==> config.mk <==
export PLATFORM = sky130hd
export DESIGN_NAME = sdr_pwrup_refresh_seq
export DESIGN_NICKNAME = d
export VERILOG_FILES = /design/src/rtl/sdr_seq_pkg.sv /design/src/rtl/sdr_gap_timer.sv /design/src/rtl/sdr_ivl_counter.sv /design/src/rtl/sdr_seq_fsm.sv /design/src/rtl/sdr_cmd_drive.sv /design/src/rtl/sdr_pwrup_refresh_seq.sv
export SDC_FILE = /design/constraint.sdc
export NUM_CORES = 1
export LEC_CHECK = 0
export BUFFER_PORTS_ARGS = -buffer_cell sky130_fd_sc_hd__buf_2
export CAP_MARGIN = 10
export CORE_MARGIN = 5
export CORE_UTILIZATION = 59
export CTS_CLUSTER_SIZE = 20
export DETAILED_ROUTE_END_ITERATION = 10
export PLACE_DENSITY = 0.8
export RECOVER_POWER = 100
export SYNTH_ARGS = -nofsm -noshare
export SYNTH_HDL_FRONTEND = slang
export SYNTH_HIERARCHICAL = 1
export SYNTH_SLANG_ARGS = --single-unit
==> constraint.sdc <==
create_clock -name clk -period 2.51 [get_ports clk]
set_clock_uncertainty 0.15 [all_clocks]
set_input_delay 0.1255 -clock clk [delete_from_list [all_inputs] [get_ports clk]]
set_output_delay 0.1255 -clock clk [all_outputs]
set_load 0.02 [all_outputs]
==> src/rtl/sdr_seq_pkg.sv <==
package sdr_seq_pkg;

   // Command code on {cs_n, ras_n, cas_n, we_n}
   typedef enum logic [3:0] {
      CMD_NOP = 4'b0111,
      CMD_PRE = 4'b0010,
      CMD_REF = 4'b0001,
      CMD_MRS = 4'b0000
   } sdr_cmd_e;

   typedef enum logic [3:0] {
      ST_RESET,
      ST_PWRUP,
      ST_IPRE,
      ST_IPRE_GAP,
      ST_IREF,
      ST_IREF_GAP,
      ST_MRS,
      ST_MRS_GAP,
      ST_IDLE,
      ST_REQ,
      ST_RPRE,
      ST_RPRE_GAP,
      ST_RREF,
      ST_RREF_GAP
   } seq_state_e;

   // Burst length field of the mode word
   function automatic logic [2:0] burst_code(input int unsigned blen);
      case (blen)
         1:       return 3'd0;
         2:       return 3'd1;
         4:       return 3'd2;
         8:       return 3'd3;
         default: return 3'd7;
      endcase
   endfunction

endpackage

==> src/rtl/sdr_gap_timer.sv <==
// Down counter: loaded with (wait cycles - 1), reports zero when the wait is over.
module sdr_gap_timer #(
   parameter int unsigned W = 16
) (
   input  logic         clk,
   input  logic         rst_n,
   input  logic         load,
   input  logic [W-1:0] load_val,
   output logic         zero
);

   logic [W-1:0] cnt_q;

   always_ff @(posedge clk or negedge rst_n) begin
      if (!rst_n) begin
         cnt_q <= '0;
      end else if (load) begin
         cnt_q <= load_val;
      end else if (cnt_q != '0) begin
         cnt_q <= cnt_q - 1'b1;
      end
   end

   assign zero = (cnt_q == '0);

endmodule

==> src/rtl/sdr_ivl_counter.sv <==
// Saturating up counter of cycles since the last refresh or mode load.
module sdr_ivl_counter #(
   parameter int unsigned W      = 10,
   parameter int unsigned HIT_AT = 444
) (
   input  logic clk,
   input  logic rst_n,
   input  logic clr,
   output logic hit
);

   localparam logic [W-1:0] HIT_V = W'(HIT_AT);
   localparam logic [W-1:0] SAT_V = '1;

   logic [W-1:0] cnt_q;

   always_ff @(posedge clk or negedge rst_n) begin
      if (!rst_n) begin
         cnt_q <= '0;
      end else if (clr) begin
         cnt_q <= '0;
      end else if (cnt_q != SAT_V) begin
         cnt_q <= cnt_q + 1'b1;
      end
   end

   assign hit = (cnt_q == HIT_V);

endmodule

==> src/rtl/sdr_seq_fsm.sv <==
module sdr_seq_fsm
   import sdr_seq_pkg::*;
#(
   parameter int unsigned GAP_W         = 16,
   parameter int unsigned PWRUP_WAIT    = 20000,
   parameter int unsigned INIT_REF_CNT  = 8,
   parameter int unsigned INIT_RFSH_GAP = 32,
   parameter int unsigned T_RP          = 3,
   parameter int unsigned T_RFC         = 6,
   parameter int unsigned T_MRD         = 3
) (
   input  logic             clk,
   input  logic             rst_n,
   input  logic             gap_zero,
   input  logic             ivl_hit,
   input  logic             rfsh_gnt,
   output seq_state_e       state,
   output logic             gap_load,
   output logic [GAP_W-1:0] gap_val,
   output logic             ivl_clr
);

   localparam int unsigned REFC_W = $clog2(INIT_REF_CNT + 1);

   // Timer load values: a gap of N cycles between commands waits N-1 cycles.
   localparam logic [GAP_W-1:0] LD_PWRUP = GAP_W'(PWRUP_WAIT - 1);
   localparam logic [GAP_W-1:0] LD_RP    = GAP_W'(T_RP - 2);
   localparam logic [GAP_W-1:0] LD_RFC   = GAP_W'(T_RFC - 2);
   localparam logic [GAP_W-1:0] LD_MRD   = GAP_W'(T_MRD - 2);
   localparam logic [GAP_W-1:0] LD_IREF  = GAP_W'(INIT_RFSH_GAP - 2);
   localparam logic [REFC_W-1:0] REF_LAST = REFC_W'(INIT_REF_CNT - 1);
   localparam logic [REFC_W-1:0] REF_DONE = REFC_W'(INIT_REF_CNT);

   seq_state_e        state_q, state_d;
   logic [REFC_W-1:0] iref_q;

   always_ff @(posedge clk or negedge rst_n) begin
      if (!rst_n) begin
         state_q <= ST_RESET;
         iref_q  <= '0;
      end else begin
         state_q <= state_d;
         if (state_q == ST_IREF) begin
            iref_q <= iref_q + 1'b1;
         end
      end
   end

   always_comb begin
      state_d  = state_q;
      gap_load = 1'b0;
      gap_val  = '0;
      unique case (state_q)
         ST_RESET: begin
            state_d  = ST_PWRUP;
            gap_load = 1'b1;
            gap_val  = LD_PWRUP;
         end
         ST_PWRUP:    if (gap_zero) state_d = ST_IPRE;
         ST_IPRE: begin
            state_d  = ST_IPRE_GAP;
            gap_load = 1'b1;
            gap_val  = LD_RP;
         end
         ST_IPRE_GAP: if (gap_zero) state_d = ST_IREF;
         ST_IREF: begin
            state_d  = ST_IREF_GAP;
            gap_load = 1'b1;
            gap_val  = (iref_q == REF_LAST) ? LD_RFC : LD_IREF;
         end
         ST_IREF_GAP: begin
            if (gap_zero) begin
               state_d = (iref_q == REF_DONE) ? ST_MRS : ST_IREF;
            end
         end
         ST_MRS: begin
            state_d  = ST_MRS_GAP;
            gap_load = 1'b1;
            gap_val  = LD_MRD;
         end
         ST_MRS_GAP:  if (gap_zero) state_d = ST_IDLE;
         ST_IDLE:     if (ivl_hit) state_d = ST_REQ;
         ST_REQ:      if (rfsh_gnt) state_d = ST_RPRE;
         ST_RPRE: begin
            state_d  = ST_RPRE_GAP;
            gap_load = 1'b1;
            gap_val  = LD_RP;
         end
         ST_RPRE_GAP: if (gap_zero) state_d = ST_RREF;
         ST_RREF: begin
            state_d  = ST_RREF_GAP;
            gap_load = 1'b1;
            gap_val  = LD_RFC;
         end
         ST_RREF_GAP: if (gap_zero) state_d = ST_IDLE;
         default:     state_d = ST_RESET;
      endcase
   end

   assign state   = state_q;
   assign ivl_clr = (state_q == ST_IREF) || (state_q == ST_MRS) || (state_q == ST_RREF);

endmodule

==> src/rtl/sdr_cmd_drive.sv <==
module sdr_cmd_drive
   import sdr_seq_pkg::*;
#(
   parameter int unsigned ROW_W     = 13,
   parameter int unsigned BANK_W    = 2,
   parameter int unsigned AP_BIT    = 10,
   parameter int unsigned BURST_LEN = 8,
   parameter int unsigned CAS_LAT   = 3
) (
   input  seq_state_e        state,
   output logic              cke,
   output logic              cs_n,
   output logic              ras_n,
   output logic              cas_n,
   output logic              we_n,
   output logic [BANK_W-1:0] ba,
   output logic [ROW_W-1:0]  addr,
   output logic              ready,
   output logic              rfsh_req
);

   // Mode word: op mode [8:7]=0, CAS latency [6:4], sequential [3]=0, burst [2:0]
   localparam logic [8:0] MODE_LOW =
      {2'b00, 3'(CAS_LAT), 1'b0, burst_code(BURST_LEN)};
   localparam logic [ROW_W-1:0] MODE_WORD = ROW_W'(MODE_LOW);

   logic [ROW_W-1:0] pre_all_addr;
   sdr_cmd_e         cmd;

   for (genvar i = 0; i < ROW_W; i++) begin : g_ap
      assign pre_all_addr[i] = (i == AP_BIT);
   end

   always_comb begin
      cmd  = CMD_NOP;
      addr = '0;
      unique case (state)
         ST_IPRE, ST_RPRE: begin
            cmd  = CMD_PRE;
            addr = pre_all_addr;
         end
         ST_IREF, ST_RREF: cmd = CMD_REF;
         ST_MRS: begin
            cmd  = CMD_MRS;
            addr = MODE_WORD;
         end
         default: cmd = CMD_NOP;
      endcase
   end

   assign {cs_n, ras_n, cas_n, we_n} = cmd;
   assign ba       = '0;
   assign cke      = (state != ST_RESET);
   assign rfsh_req = (state == ST_REQ);
   assign ready    = (state == ST_IDLE) || (state == ST_REQ) ||
                     (state == ST_RPRE) || (state == ST_RPRE_GAP) ||
                     (state == ST_RREF) || (state == ST_RREF_GAP);

endmodule

==> src/rtl/sdr_pwrup_refresh_seq.sv <==
module sdr_pwrup_refresh_seq
   import sdr_seq_pkg::*;
#(
   parameter int unsigned ROW_W         = 13,
   parameter int unsigned COL_W         = 9,
   parameter int unsigned BANK_W        = 2,
   parameter int unsigned DATA_W        = 16,
   parameter int unsigned AP_BIT        = 10,
   parameter int unsigned PWRUP_WAIT    = 20000,
   parameter int unsigned INIT_REF_CNT  = 8,
   parameter int unsigned INIT_RFSH_GAP = 32,
   parameter int unsigned RUN_RFSH_GAP  = 448,
   parameter int unsigned T_RP          = 3,
   parameter int unsigned T_RFC         = 6,
   parameter int unsigned T_MRD         = 3,
   parameter int unsigned BURST_LEN     = 8,
   parameter int unsigned CAS_LAT       = 3
) (
   input  logic              clk,
   input  logic              rst_n,
   input  logic              rfsh_gnt,
   output logic              sd_cke,
   output logic              sd_cs_n,
   output logic              sd_ras_n,
   output logic              sd_cas_n,
   output logic              sd_we_n,
   output logic [BANK_W-1:0] sd_ba,
   output logic [ROW_W-1:0]  sd_addr,
   output logic              ready,
   output logic              rfsh_req
);

   localparam int unsigned MAX_WAIT =
      (PWRUP_WAIT > INIT_RFSH_GAP) ? PWRUP_WAIT : INIT_RFSH_GAP;
   localparam int unsigned GAP_W  = $clog2(MAX_WAIT + 1) + 1;
   localparam int unsigned IVL_W  = $clog2(RUN_RFSH_GAP + 1) + 1;
   localparam int unsigned REQ_AT = RUN_RFSH_GAP - T_RP - 3;

   // Elaboration-time parameter checks
   if (BANK_W != 2 || ROW_W != 13 || COL_W != 9 || DATA_W != 16) begin : g_bad_geom
      $error("sdr_pwrup_refresh_seq: geometry must be 4 banks, 13 rows, 9 cols, x16");
   end
   if (AP_BIT >= ROW_W) begin : g_bad_ap
      $error("sdr_pwrup_refresh_seq: AP_BIT outside address bus");
   end
   if (T_RP < 2 || T_RFC < 2 || T_MRD < 2 || PWRUP_WAIT < 2) begin : g_bad_gap
      $error("sdr_pwrup_refresh_seq: every timing gap must be at least 2 cycles");
   end
   if (INIT_REF_CNT < 1 || INIT_RFSH_GAP < T_RFC) begin : g_bad_init
      $error("sdr_pwrup_refresh_seq: init refresh count or spacing illegal");
   end
   if (RUN_RFSH_GAP < T_RP + T_RFC + T_MRD + 4) begin : g_bad_run
      $error("sdr_pwrup_refresh_seq: run refresh interval too short");
   end
   if (CAS_LAT < 1 || CAS_LAT > 3) begin : g_bad_cl
      $error("sdr_pwrup_refresh_seq: CAS latency must be 1..3");
   end

   seq_state_e       state;
   logic             gap_load, gap_zero, ivl_clr, ivl_hit;
   logic [GAP_W-1:0] gap_val;

   sdr_seq_fsm #(
      .GAP_W         (GAP_W),
      .PWRUP_WAIT    (PWRUP_WAIT),
      .INIT_REF_CNT  (INIT_REF_CNT),
      .INIT_RFSH_GAP (INIT_RFSH_GAP),
      .T_RP          (T_RP),
      .T_RFC         (T_RFC),
      .T_MRD         (T_MRD)
   ) fsm_i (
      .clk      (clk),
      .rst_n    (rst_n),
      .gap_zero (gap_zero),
      .ivl_hit  (ivl_hit),
      .rfsh_gnt (rfsh_gnt),
      .state    (state),
      .gap_load (gap_load),
      .gap_val  (gap_val),
      .ivl_clr  (ivl_clr)
   );

   sdr_gap_timer #(.W(GAP_W)) gap_i (
      .clk      (clk),
      .rst_n    (rst_n),
      .load     (gap_load),
      .load_val (gap_val),
      .zero     (gap_zero)
   );

   sdr_ivl_counter #(.W(IVL_W), .HIT_AT(REQ_AT)) ivl_i (
      .clk   (clk),
      .rst_n (rst_n),
      .clr   (ivl_clr),
      .hit   (ivl_hit)
   );

   sdr_cmd_drive #(
      .ROW_W     (ROW_W),
      .BANK_W    (BANK_W),
      .AP_BIT    (AP_BIT),
      .BURST_LEN (BURST_LEN),
      .CAS_LAT   (CAS_LAT)
   ) drv_i (
      .state    (state),
      .cke      (sd_cke),
      .cs_n     (sd_cs_n),
      .ras_n    (sd_ras_n),
      .cas_n    (sd_cas_n),
      .we_n     (sd_we_n),
      .ba       (sd_ba),
      .addr     (sd_addr),
      .ready    (ready),
      .rfsh_req (rfsh_req)
   );

endmodule

* Word level (Yosys, flattened, before mapping)
Index checks and enable logic that the tools add are counted.
Widths: inputs -> output; s select.
** Word-level totals
- Register bits after elaboration :: 34
- Bits of input ports :: 3
- Output and inout port bits :: 22
** Operators by class
- Add/subtract/negate cells :: 3
- Equal/unequal tests :: 24
- Multiplexer cells :: 18
- Reductions and logical operators :: 19
** Operator list (number)
- $pmux 16 s4 :: 1
- $pmux 4 s13 :: 1
- $mux 16 :: 2
- $eq 4x4->1 const B :: 7
- $mux 4 :: 7
- $pmux 11 s2 :: 1
- $eq 4x3->1 const B :: 5
- $mux 10 :: 2
- $logic_not 16->1 :: 1
- $reduce_bool 16->1 :: 1
- $sub 16x1->16 const B :: 1
- $add 10x1->10 const B :: 1
- $eq 10x9->1 const B :: 1
- $ne 10x10->1 const B :: 1
- $pmux 3 s3 :: 1
- $eq 4x2->1 const B :: 2
- $ne 2x1->1 const B :: 4
- $logic_or 1x1->1 :: 7
- $reduce_and 7->1 :: 1
- $ne 2x2->1 const B :: 3
- $reduce_or 2->1 :: 3
- $reduce_or 6->1 :: 1
- $mux 5 :: 1
- $add 4x1->4 const B :: 1
- other kinds (7) :: 8

* Longest topological paths before layout
- Word-level depth :: 6
- Mapped depth :: 8

* Cells and area by module
The synthesis kept the hierarchy.
** By module, submodules not included
- sdr_gap_timer :: instances 1, cells each 104, area each 1006.0 um2, seq. area each 400.4 um2
- sdr_seq_fsm :: instances 1, cells each 68, area each 620.6 um2, seq. area each 200.2 um2
- sdr_ivl_counter :: instances 1, cells each 56, area each 558.0 um2, seq. area each 250.2 um2
- sdr_cmd_drive :: instances 1, cells each 28, area each 188.9 um2, seq. area each 0.0 um2

* Worst setup path after synthesis
No wires, ideal clock.
- Path kind :: flip-flop to flip-flop
- Start :: reg gap_i.cnt_q[0]
- End :: reg fsm_i.state_q[1], in the netlist fsm_i/state[1]
- Library setup time :: 80 ps
- Data arrival time :: 1919 ps
- Slack :: 361 ps
- Stages on the path, launching flop included :: 9
- Cells stage by stage :: dfrtp_1 inv_1 ha_1 nor3b_4 nand3_2 nor2_1 o21ai_0 a22o_1 nor3b_2
** Between the ends
- Cells in the longest elaborated chain, start to end :: 3
** Ends and longest elaborated chain
- from (decl) :: RTL line sdr_gap_timer.sv:12 : logic [W-1:0] cnt_q;
- from (signal assigned) :: RTL line sdr_gap_timer.sv:18 : cnt_q <= load_val;
- from (signal assigned) :: RTL line sdr_gap_timer.sv:20 : cnt_q <= cnt_q - 1'b1;
- $logic_not 16->1 (*) :: RTL line sdr_gap_timer.sv:24 : assign zero = (cnt_q == '0);
- via gap_zero :: RTL line sdr_pwrup_refresh_seq.sv:60 : logic gap_load, gap_zero, ivl_clr, ivl_hit;
- $ne 2x2->1 (no line) / $ne 2x1->1 (equally long branches)
- $reduce_and 7->1 (no line) (*)
- to (signal assigned) :: RTL line sdr_seq_fsm.sv:42 : state_q <= state_d;
- to (decl) :: RTL line sdr_seq_fsm.sv:34 : seq_state_e state_q, state_d;
The timed path passes the listed nets; every way through them passes the cells marked *.
A chain may end at the register's enable or synchronous reset.

* Worst setup path in the final report
- Start :: reg gap_i.cnt_q[0]
- End :: reg gap_i.cnt_q[1]
** Between the ends
- Cells in the longest elaborated chain, start to end :: 3
** Ends and longest elaborated chain
- $sub 16x1->16 :: RTL line sdr_gap_timer.sv:20
- $mux 16 :: RTL line sdr_gap_timer.sv:19 : end else if (cnt_q != '0) begin
- $mux 16 :: RTL line sdr_gap_timer.sv:17 : end else if (load) begin
Several ways; a longest one is shown, not always the timed one. The select of a mux whose other input is x is not followed.

==> results.py <==
metrics = {
    "min_path": {
        "min_path_cells": 3,
        "hp-class": "in2reg",
        "hp-start": "rfsh_gnt",
    },
    "run_status": {
        "status": "finished, final reports clean",
    },
    "timing": {
        "setup_tns_ns": 0,
        "setup-violations-final": 0,
        "setup_ws_ns": 0.323,
        "period_needed_ns": 2.19,
        "slew_violations": 0,
        "rsz0062_at_grt": "false",
        "fin_crit_sh_pct": 87.1,
        "worst_pin_slew_ns": 0.873,
        "relSlewSlack_pct": 41.0,
        "fmax_mhz": 457,
        "hold_violations": 0,
    },
    "placement": {
        "gp_congestion": 0.814,
        "placed_cells": 312,
        "place_area_mm2": 0.00241,
        "dpl_worst_slack_ns": 0.447,
        "port_buffers": 13,
        "hpwlAfterDp_mm": 3.17,
    },
    "route": {
        "routed_wl_mm": 4.43,
        "drt_iter0_drc": 150,
        "wl_per_cell_um": 13.8,
        "routed_via_density": 5.65,
        "first_pass_iters": 4,
        "vias": 1813,
        "drc": 0,
        "antenna_left": 0,
    },
    "floorplanning": {
        "io_pins": 25,
        "rows": 23,
        "start_util_pct": 60.2,
        "die_h_um": 73.4,
        "die-width_um": 73.4,
        "dieArea_mm2": 0.00539,
        "core_area_mm2": 0.00394,
    },
    "logic_synthesis": {
        "syn_inst": 256,
        "ys_types": 59,
        "synth_seq_area_share_pct": 35.8,
        "synthArstFlopShare_pct": 100,
        "ys_seq_elements": 34,
        "syn_area_mm2": 0.00237,
        "ys.flop_type": "dfrtp_1",
        "synth_warnings": 6,
        "synth_edf_count": 0,
        "avgSynthCellArea_um2": 9.27,
    },
    "setup_path": {
        "cp.required_ns": 2.53,
        "reg2reg_depth": 7,
        "crit_arrival_ns": 2.21,
        "cp-startpoint": "gap_i/cnt_q[0]",
        "r2r_start": "gap_i/cnt_q[0]",
        "crit_chain": "inv_1 -> ha_1 -> nor3b_4 -> clkbuf_1 -> and3_1 -> a21oi_1 -> o31a_1",
        "path_class": "reg2reg",
        "slowest_stage": "dfrtp_1",
        "cp_max_fo": 8,
        "critPathCaptureType": "flop",
        "critPathMaxStageDelay_ns": 0.41,
        "startpoint_type": "flop",
    },
    "clocking": {
        "clk_pin_slew_ns": 0.07,
        "post_cts_resized": 0,
        "insertion_delay_ns": 0.29,
        "tritoncts": "built",
        "cts_sinks": 34,
        "numCtsBuffers": 5,
        "htree_num_levels": 2,
        "clockBufferDepth": 2,
        "root_buffer": "clkbuf_8",
    },
    "finish": {
        "multiInputGateArea_mm2": 0.00128,
        "area_growth_pct": 3.58,
        "stdcell_area_mm2": 0.00246,
        "final_common_cell": "dfrtp_1",
        "drive_above_1_share_pct": 11.4,
        "regArea_um2": 851,
        "diodes": 0,
        "fillers": 334,
        "final_cell_mix": "34 x dfrtp_1, 18 x nand2_1, 18 x conb_1",
        "fin_cells": 321,
        "finalNetCount": 278,
    },
    "global_routing": {
        "grt-ovfl-total": 0,
        "grt_antenna_before_repair": 0,
        "grt_pass1_wl_mm": 7.67,
        "grt_pass1_vias": 1645,
        "grt_max_degree": 35,
        "grt_usage_pct": 18.3,
    },
    "power": {
        "fin_total_pwr_uw": 997,
        "power_density_mw_per_mm2": 405,
        "ir_worst_vdd_v": 0.000460,
        "p_leak_nw": 1.06,
    },
    "job": {
        "drv_cap": 0,
    },
}
## routing by layer
metal	share of wire [%]	track usage, %	up-vias
li1	-	-	913
met1	45	23.9	879
met2	51	30.2	15
met3	2.6	4.10	6
met4	1.2	5.43	0
met5	0	0	-
## report_power, final
group / switching, mW / total, mW / internal [mW] / leakage (nW)
clock network: 0.197 / 0.418 / 0.221 / 0.0482
logic: 0.0275 / 0.0315 / 0.00395 / 0.592
registers: 0 / 0.548 / 0.548 / 0.425
total: 0.224 / 0.997 / 0.773 / 1.06
## repair_timing
item,4_1_cts,5_1_grt
buffers inserted,0,0
hold buffers,1,0
endpoints found under the hold margin,34,0
## stage by stage
step	hold WS (ns)	util, %
2_1_floorplan	-0.320	-
5_1_grt	0.0483	62.4
3_3_place_gp	0.0992	61.3
3_5_place_dp	0.0936	61.3
4_1_cts	0.0395	63.8
6_report	0.0515	62.4
## layout make-up
| cell class | count | share of cell area, % |
|---|---|---|
| multi-input cells | 194 | 52.0 |
| clock buffers | 7 | 3.51 |
| clock inverters | 1 | 0.204 |
| well taps | 50 | 2.54 |
| flip-flops and latches | 34 | 34.6 |
| repair buffers | 27 | 5.90 |
| inverters | 8 | 1.22 |
## synth_stat cells, types with 2 or more instances
cell type	number	area, um^2
inv_1	8	30.0
a31oi_1	7	43.8
nor4_1	3	18.8
o211ai_1	2	15.0
a211oi_1	5	37.5
nand4_1	5	31.3
nand4b_1	3	26.3
a221o_1	2	20.0
a22o_1	2	17.5
a21oi_1	7	35.0
nor4b_1	2	17.5
nand3b_1	3	22.5
or3_1	3	18.8
nor2b_1	3	18.8
ha_1	5	62.6
o21bai_1	2	15.0
xnor2_1	12	105
buf_2	4	20.0
nor4_2	2	25.0
o211a_1	6	60.1
and3_1	6	37.5
nand3_1	7	35.0
nor3b_1	2	15.0
o31a_1	2	17.5
nor3_1	9	45.0
clkbuf_1	3	11.3
and3_4	2	22.5
mux2i_1	2	20.0
nor2_1	14	52.6
nand2b_1	9	56.3
buf_4	28	210
dfrtp_1	34	851
o21ai_0	8	40.0
conb_1	2	7.51
nand2_1	18	67.6
## path summary, 6_finish.rpt
check	endpoint	slack [ns]
max in group asynchronous	gap_i/cnt_q[5]	1.33
min reg2reg	fsm_i/iref_q[3]	0.35
min	fsm_i/state[0]	0.05
min in group asynchronous	gap_i/cnt_q[15]	0.33
max reg2reg	gap_i/cnt_q[1]	0.32
max	gap_i/cnt_q[1]	0.32
## registers in the layout, summed over array words and instances (netlist names)
name	count
ivl_i/cnt_q	10
fsm_i/iref_q	4
fsm_i/state	4
gap_i/cnt_q	16
## cells by family after synthesis
family	after synthesis	share of synthesized area, %
buffers and inverters	44	11.6
muxes	2	0.843
adders and majority gates	6	3.06
xor gates and xnor gates	12	4.43
AOI/OAI and AO/OA	51	15.4
other	2	0.316
DFF	34	35.8
and+or+nand+nor	105	28.5
## worst max-delay path: cells and delay by family (launching register included)
| kind | cells | cell delay, ns |
|---|---|---|
| compound gates | 2 | 0.37 |
| fa+ha+maj | 1 | 0.18 |
| buf+inv | 2 | 0.46 |
| flops | 1 | 0.41 |
| simple gates | 2 | 0.48 |
Power figures use the tool's default switching activity.
